`config.mk`:
```
export PLATFORM = sky130hd
export DESIGN_NAME = gpio_irq_detect
export DESIGN_NICKNAME = d
export VERILOG_FILES = /design/src/rtl/gpio_irq_pkg.sv /design/src/rtl/gpio_irq_sync.sv /design/src/rtl/gpio_irq_lane.sv /design/src/rtl/gpio_irq_regs.sv /design/src/rtl/gpio_irq_detect.sv
export SDC_FILE = /design/constraint.sdc
export NUM_CORES = 1
export LEC_CHECK = 0
export BUFFER_PORTS_ARGS = -buffer_cell sky130_fd_sc_hd__buf_2
export CAP_MARGIN = 20
export CORE_UTILIZATION = 63
export DETAILED_ROUTE_END_ITERATION = 7
export PLACE_DENSITY_LB_ADDON = 0.2
export SLEW_MARGIN = 5
export SYNTH_ARGS = -nofsm -noshare
export SYNTH_HDL_FRONTEND = slang
export SYNTH_HIERARCHICAL = 1
export SYNTH_SLANG_ARGS = --single-unit
export TNS_END_PERCENT = 20
```
`constraint.sdc`:
```
create_clock -name clk -period 3.1 [get_ports clk]
set_input_delay 0.62 -clock clk [delete_from_list [all_inputs] [get_ports clk]]
set_output_delay 0.62 -clock clk [all_outputs]
set_load 0.01 [all_outputs]
```
`src/rtl/gpio_irq_pkg.sv`:
```
package gpio_irq_pkg;

    // Register offsets on the configuration bus
    typedef enum logic [2:0] {
        REG_DIR  = 3'd0,
        REG_EN   = 3'd1,
        REG_STY  = 3'd2,
        REG_POL  = 3'd3,
        REG_STAT = 3'd4
    } reg_sel_e;

    // Trigger kind, encoded as {style, polarity}
    typedef enum logic [1:0] {
        TRIG_FALL = 2'b00,
        TRIG_RISE = 2'b01,
        TRIG_LOW  = 2'b10,
        TRIG_HIGH = 2'b11
    } trig_e;

endpackage

```
`src/rtl/gpio_irq_sync.sv`:
```
module gpio_irq_sync #(
    parameter int W      = 32,
    parameter int STAGES = 2
) (
    input  logic         clk,
    input  logic         rst_n,
    input  logic [W-1:0] d_i,
    output logic [W-1:0] q_o
);
    logic [W-1:0] chain_q [STAGES];

    always_ff @(posedge clk or negedge rst_n) begin
        if (!rst_n) begin
            for (int s = 0; s < STAGES; s++) chain_q[s] <= '0;
        end else begin
            chain_q[0] <= d_i;
            for (int s = 1; s < STAGES; s++) chain_q[s] <= chain_q[s-1];
        end
    end

    assign q_o = chain_q[STAGES-1];
endmodule

```
`src/rtl/gpio_irq_lane.sv`:
```
module gpio_irq_lane
    import gpio_irq_pkg::*;
(
    input  logic clk,
    input  logic rst_n,
    input  logic pin_s,
    input  logic style_bit,
    input  logic pol_bit,
    input  logic dir_bit,
    output logic event_o
);
    logic  prev_q;
    logic  hit;
    trig_e kind;

    always_ff @(posedge clk or negedge rst_n) begin
        if (!rst_n) prev_q <= 1'b0;
        else        prev_q <= pin_s;
    end

    assign kind = trig_e'({style_bit, pol_bit});

    always_comb begin
        hit = 1'b0;
        unique case (kind)
            TRIG_FALL: hit = prev_q & ~pin_s;
            TRIG_RISE: hit = ~prev_q & pin_s;
            TRIG_LOW:  hit = ~pin_s;
            TRIG_HIGH: hit = pin_s;
            default:   hit = 1'b0;
        endcase
        event_o = hit & ~dir_bit;
    end

    // a rising edge is reported for a single cycle while the kind stays rising
    p_rise_single_r3: assert property (@(posedge clk) disable iff (!rst_n)
        (event_o && !style_bit && pol_bit) |=> (style_bit || !pol_bit || !event_o));

    // a falling edge is reported for a single cycle while the kind stays falling
    p_fall_single_r4: assert property (@(posedge clk) disable iff (!rst_n)
        (event_o && !style_bit && !pol_bit) |=> (style_bit || pol_bit || !event_o));
endmodule

```
`src/rtl/gpio_irq_regs.sv`:
```
module gpio_irq_regs
    import gpio_irq_pkg::*;
#(
    parameter int N      = 32,
    parameter int ADDR_W = 3
) (
    input  logic              clk,
    input  logic              rst_n,
    input  logic              wr_en,
    input  logic              rd_en,
    input  logic [ADDR_W-1:0] addr,
    input  logic [N-1:0]      wdata,
    input  logic [N-1:0]      events_i,
    output logic [N-1:0]      rdata,
    output logic [N-1:0]      dir_q,
    output logic [N-1:0]      en_q,
    output logic [N-1:0]      sty_q,
    output logic [N-1:0]      pol_q,
    output logic [N-1:0]      stat_q
);
    reg_sel_e     sel;
    logic         stat_wr;
    logic [N-1:0] keep_mask;

    assign sel       = reg_sel_e'(addr[2:0]);
    assign stat_wr   = wr_en && (sel == REG_STAT);
    assign keep_mask = stat_wr ? wdata : '1;

    always_ff @(posedge clk or negedge rst_n) begin
        if (!rst_n) begin
            dir_q <= '0;
            en_q  <= '0;
            sty_q <= '0;
            pol_q <= '0;
        end else if (wr_en) begin
            case (sel)
                REG_DIR: dir_q <= wdata;
                REG_EN:  en_q  <= wdata;
                REG_STY: sty_q <= wdata;
                REG_POL: pol_q <= wdata;
                default: ;
            endcase
        end
    end

    // Set from detection wins over a zero written in the same cycle
    always_ff @(posedge clk or negedge rst_n) begin
        if (!rst_n) stat_q <= '0;
        else        stat_q <= (stat_q & keep_mask) | events_i;
    end

    always_ff @(posedge clk or negedge rst_n) begin
        if (!rst_n) begin
            rdata <= '0;
        end else if (rd_en) begin
            case (sel)
                REG_DIR:  rdata <= dir_q;
                REG_EN:   rdata <= en_q;
                REG_STY:  rdata <= sty_q;
                REG_POL:  rdata <= pol_q;
                REG_STAT: rdata <= stat_q;
                default:  rdata <= '0;
            endcase
        end
    end

    // without a status write or detection, status holds
    p_stat_hold_r6: assert property (@(posedge clk) disable iff (!rst_n)
        (!(wr_en && addr == REG_STAT) && events_i == '0) |=> stat_q == $past(stat_q));

    // a status write with no detection keeps only bits written as 1
    p_stat_clear_r6: assert property (@(posedge clk) disable iff (!rst_n)
        ((wr_en && addr == REG_STAT) && events_i == '0) |=> stat_q == ($past(stat_q) & $past(wdata)));

    // every detected event lands in status, whatever the enables hold
    p_event_lands_r8: assert property (@(posedge clk) disable iff (!rst_n)
        (events_i != '0) |=> ((stat_q & $past(events_i)) == $past(events_i)));
endmodule

```
`src/rtl/gpio_irq_detect.sv`:
```
module gpio_irq_detect
    import gpio_irq_pkg::*;
#(
    parameter int N           = 32,
    parameter int ADDR_W      = 3,
    parameter int SYNC_STAGES = 2
) (
    input  logic              clk,
    input  logic              rst_n,
    input  logic [N-1:0]      pins_i,
    input  logic              wr_en,
    input  logic              rd_en,
    input  logic [ADDR_W-1:0] addr,
    input  logic [N-1:0]      wdata,
    output logic [N-1:0]      rdata,
    output logic [N-1:0]      dir_o,
    output logic              irq_o
);
    logic [N-1:0] pins_s;
    logic [N-1:0] events;
    logic [N-1:0] dir_q, en_q, sty_q, pol_q, stat_q;

    gpio_irq_sync #(.W(N), .STAGES(SYNC_STAGES)) u_sync (
        .clk   (clk),
        .rst_n (rst_n),
        .d_i   (pins_i),
        .q_o   (pins_s)
    );

    for (genvar i = 0; i < N; i++) begin : g_lane
        gpio_irq_lane u_lane (
            .clk       (clk),
            .rst_n     (rst_n),
            .pin_s     (pins_s[i]),
            .style_bit (sty_q[i]),
            .pol_bit   (pol_q[i]),
            .dir_bit   (dir_q[i]),
            .event_o   (events[i])
        );
    end

    gpio_irq_regs #(.N(N), .ADDR_W(ADDR_W)) u_regs (
        .clk      (clk),
        .rst_n    (rst_n),
        .wr_en    (wr_en),
        .rd_en    (rd_en),
        .addr     (addr),
        .wdata    (wdata),
        .events_i (events),
        .rdata    (rdata),
        .dir_q    (dir_q),
        .en_q     (en_q),
        .sty_q    (sty_q),
        .pol_q    (pol_q),
        .stat_q   (stat_q)
    );

    assign dir_o = dir_q;
    assign irq_o = |(stat_q & en_q);

    // nothing enabled means no request
    p_irq_gated_r9: assert property (@(posedge clk) disable iff (!rst_n)
        (en_q == '0) |-> !irq_o);

    // output-direction pins never report events
    p_out_quiet_r10: assert property (@(posedge clk) disable iff (!rst_n)
        (events & dir_q) == '0);
endmodule

```
==> qor.yml <==
synthDistinctLibCells: 29
initial_utilization: 0.652
synth_area_per_cell_sq_um: 12.7
cts_buffer_depth: 3
syn_nets: 1047
post-dp-hpwl_um: 17100
tns_ps: 0
avgViaCountPerCell: 5.99
holdWs_ps: 48.8
synth_cells: 976
reg2reg_to: "u_regs/rdata[23]$_DFFE_PN0P_"
wire_per_inst_um: 20.0
fin_crit_ps: 2700
nets: 1147
crit_chain: "a22oi_1, nand4_1, or4_1, buf_2"
max_freq_ghz: 0.370
post-route-util: 0.742
p_seq_frac: 0.486
power_uw: 9970
drt_pass1_iterations: 5
power.density_nw_per_um2: 709
timing.slew.headroom: 0.500
clk_pin_slew_ps: 60
cpLargestDelayFamily: "simple AND/OR/NAND/NOR gates"
drv_slew: 0
path_buf_inv: 1
cts_tree: "built"
clockPowerShare: 0.360
routabilityCongestion: 0.769
port_buffers: 135
internal_power_uw: 7310
clk_latency_ps: 540
max_stage_delay_ps: 560
die_area_sq_um: 20200
regToRegStartpoint: "u_regs/dir_q[23]$_DFFE_PN0P_"
r2r_slack_ps: 1910
irDropWorstVdd_mv: 0.508
final_common_cell: "dfrtp_1"
worst_setup_path_start_kind: "flip-flop"
ys.warnings.count: 6
path_class: "reg -> out"
r2r_cells: 3
status: "completed"
h-tree-depth: 1
root_buffer: "clkbuf_16"
ys_ff_latch: 288
die_w_um: 142
cts_hold_buf: 0
drc_errors: 0
antenna_found_initial: 2
ys_seq_area_frac: 0.583
pre_cts_ws_ps: 676
core-area_sq_um: 19000
vias: 8136
fp.dieH_um: 142
worst_slew_pin_slew_ps: 749
drt_wl_total_um: 27200
crit_path_top_delay_cell: "or4_1"
cp_data_required_time_ps: 2480
drt_iter0_markers: 498
power_frac_comb: 0.155
cp_max_fo: 3
cap_violations: 0
netlist_top_cells_area: "dfrtp_1, mux2_2, nand3b_1"
grt_max_degree: 79
grt_pass1_wl_um: 43400
grt-ovfl-total: 0
synth_top_cell_by_area: "dfrtp_1"
power.leakage_uw: 0.00596
ios: 136
cts-resized-gates: 0
power_switching_uw: 2660
ant_nets: 0
layout_common_cells: "dfrtp_1, mux2_2, buf_2, nand2b_1, nor2_1"
netlist.area_leader.share: 0.583
finalCritPeriodShare: 0.872
final_hold_viol_count: 0
syn_area_sq_um: 12400
rows: 50
setup_viol_count_final: 0
worstHoldPathType: "in -> async"
critical_path_arrival_ps: 2080
grt_usage: 0.277
final.setup.worst_slack_ps: 398
drive_gt1_frac: 0.361
fin_worst_skew_ps: 9.59
cts_setup_buffers: 0
areaGrowthSynthToFinish_pct: 13.8
clock-sinks: 288
grt_setup_unrepaired: "no"
cts_made_buffers: 29
grt_pass1_vias: 8195
crit_path_end_kind: "output port"
swShare: 0.267
[sequential cells by signal (all words and copies together) (netlist names)]
signal / flops
u_sync/q_o: 32
u_sync/chain_q: 32
u_regs/stat_q: 32
u_regs/en_q: 32
u_regs/sty_q: 32
g_lane.u_lane/prev_q: 32
u_regs/dir_q: 32
u_regs/pol_q: 32
u_regs/rdata: 32
[through the flow]
stage / std cells / cell area [sq um]
after floorplan: 976 / 12400
after global placement: 1305 / 13100
after detailed placement: 1305 / 13100
after CTS: 1358 / 14100
after global routing: 1358 / 14100
final: 1359 / 14100
[Yosys cell counts]
cell type and instances:
nand3b_1 62, nor3_2 1, nand4b_1 1, clkbuf_2 3
nor2_1 65, mux2_2 156, clkbuf_1 20, or4_1 1
nand4bb_1 1, mux2_1 3, dfrtp_1 288, mux4_2 1
o21ai_1 32, a31oi_1 32, buf_1 3, nand2b_1 65
nor4bb_1 2, nor2b_2 1, buf_4 35, a22oi_1 46
a22oi_2 1, nor4b_4 1, a21o_1 31, a21oi_2 32
nand4_1 4, buf_2 13, buf_6 11, o21ai_0 32
nand3_1 33
[power by group through the flow]
stage / clock, uW / combinational, uW / sequential [uW]
after floorplan: 0 / 1020 / 4800
after global placement: 0 / 1480 / 4860
after detailed placement: 0 / 1540 / 4890
after CTS: 3650 / 1560 / 4830
after global routing: 3790 / 1690 / 4910
final: 3580 / 1550 / 4840
[cell type report]
| type | instances | area [sq um] |
|---|---|---|
| diodes | 1 | 2.50 |
| clock buffers | 40 | 817 |
| clock inverters | 13 | 170 |
| fillers | 1273 | 4890 |
| multi-input cells | 603 | 4640 |
| flip-flops and latches | 288 | 7210 |
| well taps | 260 | 325 |
| repair buffers | 154 | 906 |
[routing by layer]
layer	part of all wire	routed length (um)	global-route usage	vias to the layer above
met5	0.00048	13	0	-
met4	0.025	678	0.0781	2
met3	0.052	1410	0.0441	62
met2	0.47	12700	0.446	243
met1	0.45	12400	0.395	4146
li1	-	-	-	3683
[cells by family after synthesis]
kind of cell	share of synthesized area
DFF	0.583
and+or+nand+nor	0.113
AOI/OAI and AO/OA	0.113
muxes	0.147
buffers and inverters	0.0447
[worst max path at each step]
| stage | from | endpoint | slack (ps) | depth (start not counted) |
|---|---|---|---|---|
| after floorplan | u_regs/stat_q[0]$_DFF_PN0_ | irq_o | 1280 | 3 |
| after global placement | addr[0] | u_regs/en_q[16]$_DFFE_PN0P_ | 800 | 4 |
| after detailed placement | addr[0] | u_regs/stat_q[5]$_DFF_PN0_ | 680 | 5 |
| after CTS | u_regs/stat_q[20]$_DFF_PN0_ | irq_o | 340 | 4 |
| after global routing | u_regs/stat_q[14]$_DFF_PN0_ | irq_o | 340 | 4 |
| final | u_regs/stat_q[20]$_DFF_PN0_ | irq_o | 400 | 4 |
Note: power is estimated with default switching activity, not from simulation.
